`src/rtl/bsr_pkg.sv`:
```
`timescale 1ns/1ps
// Package: shared types and lane helpers for the bus slave responder.
// Assumes a 32-bit data bus split into four byte lanes, big-endian order.
package bsr_pkg;

    localparam int LANES = 4;

    typedef enum logic [1:0] {
        SZ_WORD = 2'b00,
        SZ_BYTE = 2'b01,
        SZ_HALF = 2'b10,
        SZ_RSVD = 2'b11
    } size_e;

    typedef enum logic {
        ST_IDLE = 1'b0,
        ST_WAIT = 1'b1
    } state_e;

    // Lane enables: bit 3 = data bits 31:24 (byte offset 0), bit 0 = bits 7:0.
    function automatic logic [LANES-1:0] lane_mask(size_e sz, logic [1:0] off);
        logic [LANES-1:0] m;
        case (sz)
            SZ_BYTE: m = 4'b1000 >> off;
            SZ_HALF: m = off[1] ? 4'b0011 : 4'b1100;
            SZ_WORD: m = 4'b1111;
            default: m = 4'b0000;
        endcase
        return m;
    endfunction

endpackage

```
`src/rtl/bsr_decode.sv`:
```
`timescale 1ns/1ps
// Module: bsr_decode
// Turns a captured address and size into a word index, lane enables and a
// fault flag (reserved size, misalignment or out-of-range address).
// Assumes DEPTH >= 2 and that BASE_ADDR is word aligned. Purely combinational.
module bsr_decode
    import bsr_pkg::*;
#(
    parameter int          DEPTH     = 16,
    parameter logic [31:0] BASE_ADDR = 32'h0000_4000,
    localparam int         IDX_W     = $clog2(DEPTH)
) (
    input  logic [31:0]      addr,
    input  size_e            size,
    output logic [IDX_W-1:0] idx,
    output logic [LANES-1:0] lanes,
    output logic             fault
);

    localparam logic [31:0] SPAN = 32'(DEPTH * 4);

    logic [31:0] off;
    logic        in_range;
    logic        misaligned;

    // Offset from base and range test.
    always_comb begin
        off      = addr - BASE_ADDR;
        in_range = (addr >= BASE_ADDR) && (off < SPAN);
        idx      = off[IDX_W+1:2];
    end

    // Alignment and size legality, then lane enables.
    always_comb begin
        misaligned = ((size == SZ_HALF) && addr[0]) ||
                     ((size == SZ_WORD) && (addr[1:0] != 2'b00));
        fault      = !in_range || misaligned || (size == SZ_RSVD);
        lanes      = fault ? '0 : lane_mask(size, addr[1:0]);
    end

endmodule

```
`src/rtl/bsr_store.sv`:
```
`timescale 1ns/1ps
// Module: bsr_store
// Word array built as one byte-wide bank per lane, so a partial write touches
// only the enabled banks. Read is combinational from the indexed word.
// Assumes the write enable already excludes faulted and aborted accesses.
module bsr_store
    import bsr_pkg::*;
#(
    parameter int  DEPTH = 16,
    localparam int IDX_W = $clog2(DEPTH)
) (
    input  logic             clk,
    input  logic             rst_n,
    input  logic             we,
    input  logic [LANES-1:0] lanes,
    input  logic [IDX_W-1:0] idx,
    input  logic [31:0]      wdata,
    output logic [31:0]      rword
);

    for (genvar g = 0; g < LANES; g++) begin : g_lane
        logic [7:0] bank [DEPTH];

        // Clear on reset, else write this lane when enabled.
        always_ff @(posedge clk) begin
            if (!rst_n) begin
                for (int i = 0; i < DEPTH; i++) bank[i] <= 8'h00;
            end else if (we && lanes[g]) begin
                bank[idx] <= wdata[8*g +: 8];
            end
        end

        assign rword[8*g +: 8] = bank[idx];
    end

endmodule

```
`src/rtl/bsr_ctrl.sv`:
```
`timescale 1ns/1ps
// Module: bsr_ctrl
// Access sequencer: captures a qualified request, counts WAIT_CYCLES, then
// issues exactly one registered termination (acknowledge or error) unless an
// abort arrives first. Drives the write enable and the lane-masked read data.
// Assumes WAIT_CYCLES is between 0 and 3.
module bsr_ctrl
    import bsr_pkg::*;
#(
    parameter int WAIT_CYCLES = 1
) (
    input  logic             clk,
    input  logic             rst_n,
    input  logic             treq_n,
    input  logic             tbusy_n,
    input  logic             abort_n,
    input  logic [31:0]      addr,
    input  logic             rw,
    input  logic [1:0]       tsiz,
    input  logic             fault,
    input  logic [LANES-1:0] lanes,
    input  logic [31:0]      rword,
    output logic [31:0]      req_addr,
    output size_e            req_size,
    output logic             we,
    output logic [31:0]      rdata,
    output logic             ta_n,
    output logic             tea_n
);

    state_e      state;
    logic [1:0]  cnt;
    logic        rd_q;
    logic        ending;
    logic [31:0] masked;

    // Final cycle of a live access: wait count spent and no abort.
    assign ending = (state == ST_WAIT) && abort_n && (cnt == 2'd0);
    assign we     = ending && !fault && !rd_q;

    // Keep only the addressed lanes of the stored word.
    for (genvar g = 0; g < LANES; g++) begin : g_mask
        assign masked[8*g +: 8] = lanes[g] ? rword[8*g +: 8] : 8'h00;
    end

    // Request capture, wait counting, abort and termination.
    always_ff @(posedge clk) begin
        if (!rst_n) begin
            state    <= ST_IDLE;
            cnt      <= 2'd0;
            rd_q     <= 1'b1;
            req_addr <= '0;
            req_size <= SZ_WORD;
            ta_n     <= 1'b1;
            tea_n    <= 1'b1;
            rdata    <= '0;
        end else begin
            ta_n  <= 1'b1;
            tea_n <= 1'b1;
            rdata <= '0;
            case (state)
                ST_IDLE: begin
                    if (!treq_n && !tbusy_n && abort_n) begin
                        req_addr <= addr;
                        req_size <= size_e'(tsiz);
                        rd_q     <= rw;
                        cnt      <= 2'(WAIT_CYCLES);
                        state    <= ST_WAIT;
                    end
                end
                default: begin
                    if (!abort_n) begin
                        state <= ST_IDLE;
                    end else if (cnt == 2'd0) begin
                        state <= ST_IDLE;
                        if (fault) begin
                            tea_n <= 1'b0;
                        end else begin
                            ta_n <= 1'b0;
                            if (rd_q) rdata <= masked;
                        end
                    end else begin
                        cnt <= cnt - 2'd1;
                    end
                end
            endcase
        end
    end

endmodule

```
`src/rtl/bus_slave_resp.sv`:
```
`timescale 1ns/1ps
// Module: bus_slave_resp (top)
// Memory-mapped slave on a 32-bit processor bus with active-low request,
// busy, acknowledge, error and abort strobes. Serves byte, halfword and word
// accesses to DEPTH words at BASE_ADDR, big-endian lanes.
// Assumes a single master and WAIT_CYCLES in 0..3. The transfer code is
// accepted but does not influence the response.
module bus_slave_resp
    import bsr_pkg::*;
#(
    parameter int          DEPTH       = 16,
    parameter logic [31:0] BASE_ADDR   = 32'h0000_4000,
    parameter int          WAIT_CYCLES = 1
) (
    input  logic        clk,
    input  logic        rst_n,
    input  logic [31:0] addr,
    input  logic        rw,
    input  logic [1:0]  tsiz,
    input  logic [2:0]  tcode,
    input  logic        treq_n,
    input  logic        tbusy_n,
    input  logic [31:0] wdata,
    input  logic        abort_n,
    output logic [31:0] rdata,
    output logic        ta_n,
    output logic        tea_n
);

    localparam int IDX_W = $clog2(DEPTH);

    logic [31:0]      req_addr;
    size_e            req_size;
    logic [IDX_W-1:0] idx;
    logic [LANES-1:0] lanes;
    logic             fault;
    logic             we;
    logic [31:0]      rword;
    logic             unused_tcode;

    // The transfer code has no effect on this target.
    assign unused_tcode = ^tcode;

    bsr_ctrl #(.WAIT_CYCLES(WAIT_CYCLES)) u_ctrl (
        .clk      (clk),
        .rst_n    (rst_n),
        .treq_n   (treq_n),
        .tbusy_n  (tbusy_n),
        .abort_n  (abort_n),
        .addr     (addr),
        .rw       (rw),
        .tsiz     (tsiz),
        .fault    (fault),
        .lanes    (lanes),
        .rword    (rword),
        .req_addr (req_addr),
        .req_size (req_size),
        .we       (we),
        .rdata    (rdata),
        .ta_n     (ta_n),
        .tea_n    (tea_n)
    );

    bsr_decode #(.DEPTH(DEPTH), .BASE_ADDR(BASE_ADDR)) u_decode (
        .addr  (req_addr),
        .size  (req_size),
        .idx   (idx),
        .lanes (lanes),
        .fault (fault)
    );

    bsr_store #(.DEPTH(DEPTH)) u_store (
        .clk   (clk),
        .rst_n (rst_n),
        .we    (we),
        .lanes (lanes),
        .idx   (idx),
        .wdata (wdata),
        .rword (rword)
    );

endmodule

```
`config.mk`:
```
export PLATFORM = sky130hd
export DESIGN_NAME = bus_slave_resp
export DESIGN_NICKNAME = d
export VERILOG_FILES = /design/src/rtl/bsr_pkg.sv /design/src/rtl/bsr_decode.sv /design/src/rtl/bsr_store.sv /design/src/rtl/bsr_ctrl.sv /design/src/rtl/bus_slave_resp.sv
export SDC_FILE = /design/constraint.sdc
export NUM_CORES = 1
export LEC_CHECK = 0
export BUFFER_PORTS_ARGS = -buffer_cell sky130_fd_sc_hd__buf_2
export CAP_MARGIN = 20
export CORE_MARGIN = 4
export CORE_UTILIZATION = 55
export DETAILED_ROUTE_END_ITERATION = 8
export PLACE_DENSITY = 0.79
export REMOVE_ABC_BUFFERS = 1
export SLEW_MARGIN = 20
export SYNTH_ARGS = -nofsm -noshare
export SYNTH_HDL_FRONTEND = slang
export SYNTH_SLANG_ARGS = --single-unit
```
`constraint.sdc`:
```
create_clock -name clk -period 4.9 [get_ports clk]
set_clock_uncertainty 0.05 [all_clocks]
set_input_delay 0.98 -clock clk [delete_from_list [all_inputs] [get_ports clk]]
set_output_delay 0.98 -clock clk [all_outputs]
set_load 0.1 [all_outputs]
```
==> flow_summary.toml <==
[run_status]
status = "completed"

[die]
start_util = 0.556
die_w_um = 242
core-area_sq_um = 53900
rows = 85
die_area_sq_um = 58400
die_y_um = 242
io_pins = 109

[critical_path]
path_delay_family = "simple AND/OR/NAND/NOR gates"
critPathLaunchType = "flop"
critical_path_class = "reg -> reg"
critical_path.max_stage_delay_ns = 0.70
path_max_fanout = 216
crit_required_ns = 5.26
cp-end-kind = "flop"
crit_slowest_cell = "or4_1"
critPathBufInv = 1
cp_cell_sequence = "or4_1, nor4_4, nand3_4, buf_12, nor4_1"
worstPathArrival_ns = 4.04
ff2ff_setup_slack_ns = 1.22

[detailed_routing]
drc_errors = 0
ant_nets = 0
firstDrtPassIters = 6
routedWlPerCell_um = 26.6
drt_iter0_markers = 4094
vias_per_cell = 7.37
routed_wl_um = 84400
vias = 23405

[synth]
yosysWarnings = 0
syn_avg_cell_area_sq_um = 11.8
netlist_instances = 2551
synth_edf_count = 512
yosys_register_bits = 584
synth_area_sq_um = 30000
yosysSeqAreaShare = 0.560
synthTopCellsByArea = "edfxtp_1 (51%), nor4_1 (11%), mux4_2 (9.6%)"
synthFlopType = "edfxtp_1"
synth_area_leader_cell = "edfxtp_1"
synth.distinct_cells = 49
synth_top_area_frac = 0.512
synth-async-reset-ratio = 0

[clock_tree]
hold_buffers = 0
cts_buffer_depth = 3
post_cts_resized = 0
clk_pin_slew_ns = 0.06
cts_tree = "done"
clkLatencyLatePin_ns = 0.63
cts_max_level = 2
cts-buffers-inserted = 60
post_cts_buffers = 0
cts_sinks = 584
root_buffer = "clkbuf_16"

[sta]
rsz0062_at_grt = "no"
whs_ns = 0.411
setup_viol = 0
relSlewSlack = 0.243
fin_crit_sh = 0.750
slew_violations = 0
final-hold-violation-count = 0
fin_crit_ns = 3.68
clock.fmax_mhz = 272
worstMarginPinSlew_ns = 1.13

[cells_and_area]
mostFrequentLayoutCells = "nor4_1 (520), nand3_1 (519), edfxtp_1 (512)"
drive_gt1_frac = 0.204
final_common_cell = "nor4_1"
area_growth_pct = 9.37
final_net_count = 2500
final_util = 0.609

[grt]
grt_util_all_layers = 0.277
grt_first_pass_wirelength_um = 128000
grt_max_degree = 217
antenna_found_initial = 6
grt_pass1_vias = 22497
grt_overflow = 0

[min_path]
hold_path.class = "reg -> reg"

[power_and_ir_drop]
power_uw = 11800
irDropWorstVdd_mv = 0.296
powerDensity_nw_per_um2 = 359
p_leak_uw = 0.00945

[placement]
hpwl_um = 47400
io_buffers = 105
place.gp.congestion = 0.803

[run]
maxCapViolations = 0
routing by layer:
metal	GRT usage	routed length, um
met1	0.350	28300
met2	0.456	40700
met3	0.0647	10800
met4	0.131	4530
met5	0	74
registers in the layout, summed over array words and instances (netlist names), 2 cells and up:
| name | flops |
|---|---|
| u_ctrl.cnt | 2 |
| u_ctrl.rdata | 32 |
| u_ctrl.req_addr | 32 |
| u_ctrl.req_size | 2 |
| u_store.g_lane.bank | 512 |
path summary, 6_finish.rpt:
path,startpoint,to,cells after the start
setup reg to reg,u_ctrl.req_addr[15]$_SDFFE_PN0P_,u_store.g_lane[3].bank[2][5]$_SDFFCE_PN0P_,5
hold reg to reg,u_ctrl.req_addr[15]$_SDFFE_PN0P_,u_ctrl.req_addr[15]$_SDFFE_PN0P_,2
hold / removal,u_ctrl.req_addr[15]$_SDFFE_PN0P_,u_ctrl.req_addr[15]$_SDFFE_PN0P_,2
setup / recovery,u_ctrl.req_addr[15]$_SDFFE_PN0P_,u_store.g_lane[3].bank[2][5]$_SDFFCE_PN0P_,5
cells by family (layout without fill, tap and decap cells):
kind of cell / Yosys count / in the layout / share of synthesized area
and+or+nand+nor: 1203 / 1203 / 0.224
muxes: 128 / 128 / 0.0961
adders and majority gates: 1 / 1 / 0.000417
other: 0 / 3 / 0
DFF: 584 / 584 / 0.560
buffers and inverters: 422 / 346 / 0.0686
xor gates and xnor gates: 1 / 1 / 0.000292
AOI/OAI and AO/OA: 212 / 212 / 0.0503
Yosys cell counts, types with 34 or more instances:
library cell	n
buf_2	49
dfxtp_1	72
buf_1	62
mux4_2	128
o21ai_0	65
clkbuf_1	252
nand2_1	73
nand3_1	519
a21boi_0	34
buf_6	55
edfxtp_1	512
nor4_1	521
metrics by stage:
step	setup WS, ns	area (sq um)	std cells	setup TNS, ns
2_1_floorplan	-7.66	28000	2133	-5973.25
3_3_place_gp	1.26	30600	3057	0
3_5_place_dp	1.04	30600	3057	0
4_1_cts	1.35	32800	3170	0
5_1_grt	1.20	32800	3173	0
6_report	1.22	32800	3174	0
area by class of cell:
class / count / area [sq um]
repair buffers: 229 / 1640
clock inverters: 23 / 323
inverters: 4 / 15.0
well taps: 696 / 871
clock buffers: 90 / 1860
flip-flops and latches: 584 / 16800
diodes: 3 / 7.51
multi-input cells: 1545 / 11300
fillers: 3958 / 21100
where the power goes:
part	internal, uW	switching (uW)
Clock	3030	1930
Combinational	311	916
Sequential	5540	60.1
worst reg2reg max path: stages, from the launching register on:
cell and delay, ns:
dfxtp_1 0.30, or4_1 0.70, nor4_4 0.45, nand3_4 0.58
buf_12 0.53, nor4_1 0.85
Note: power is estimated with default switching activity, not from simulation.
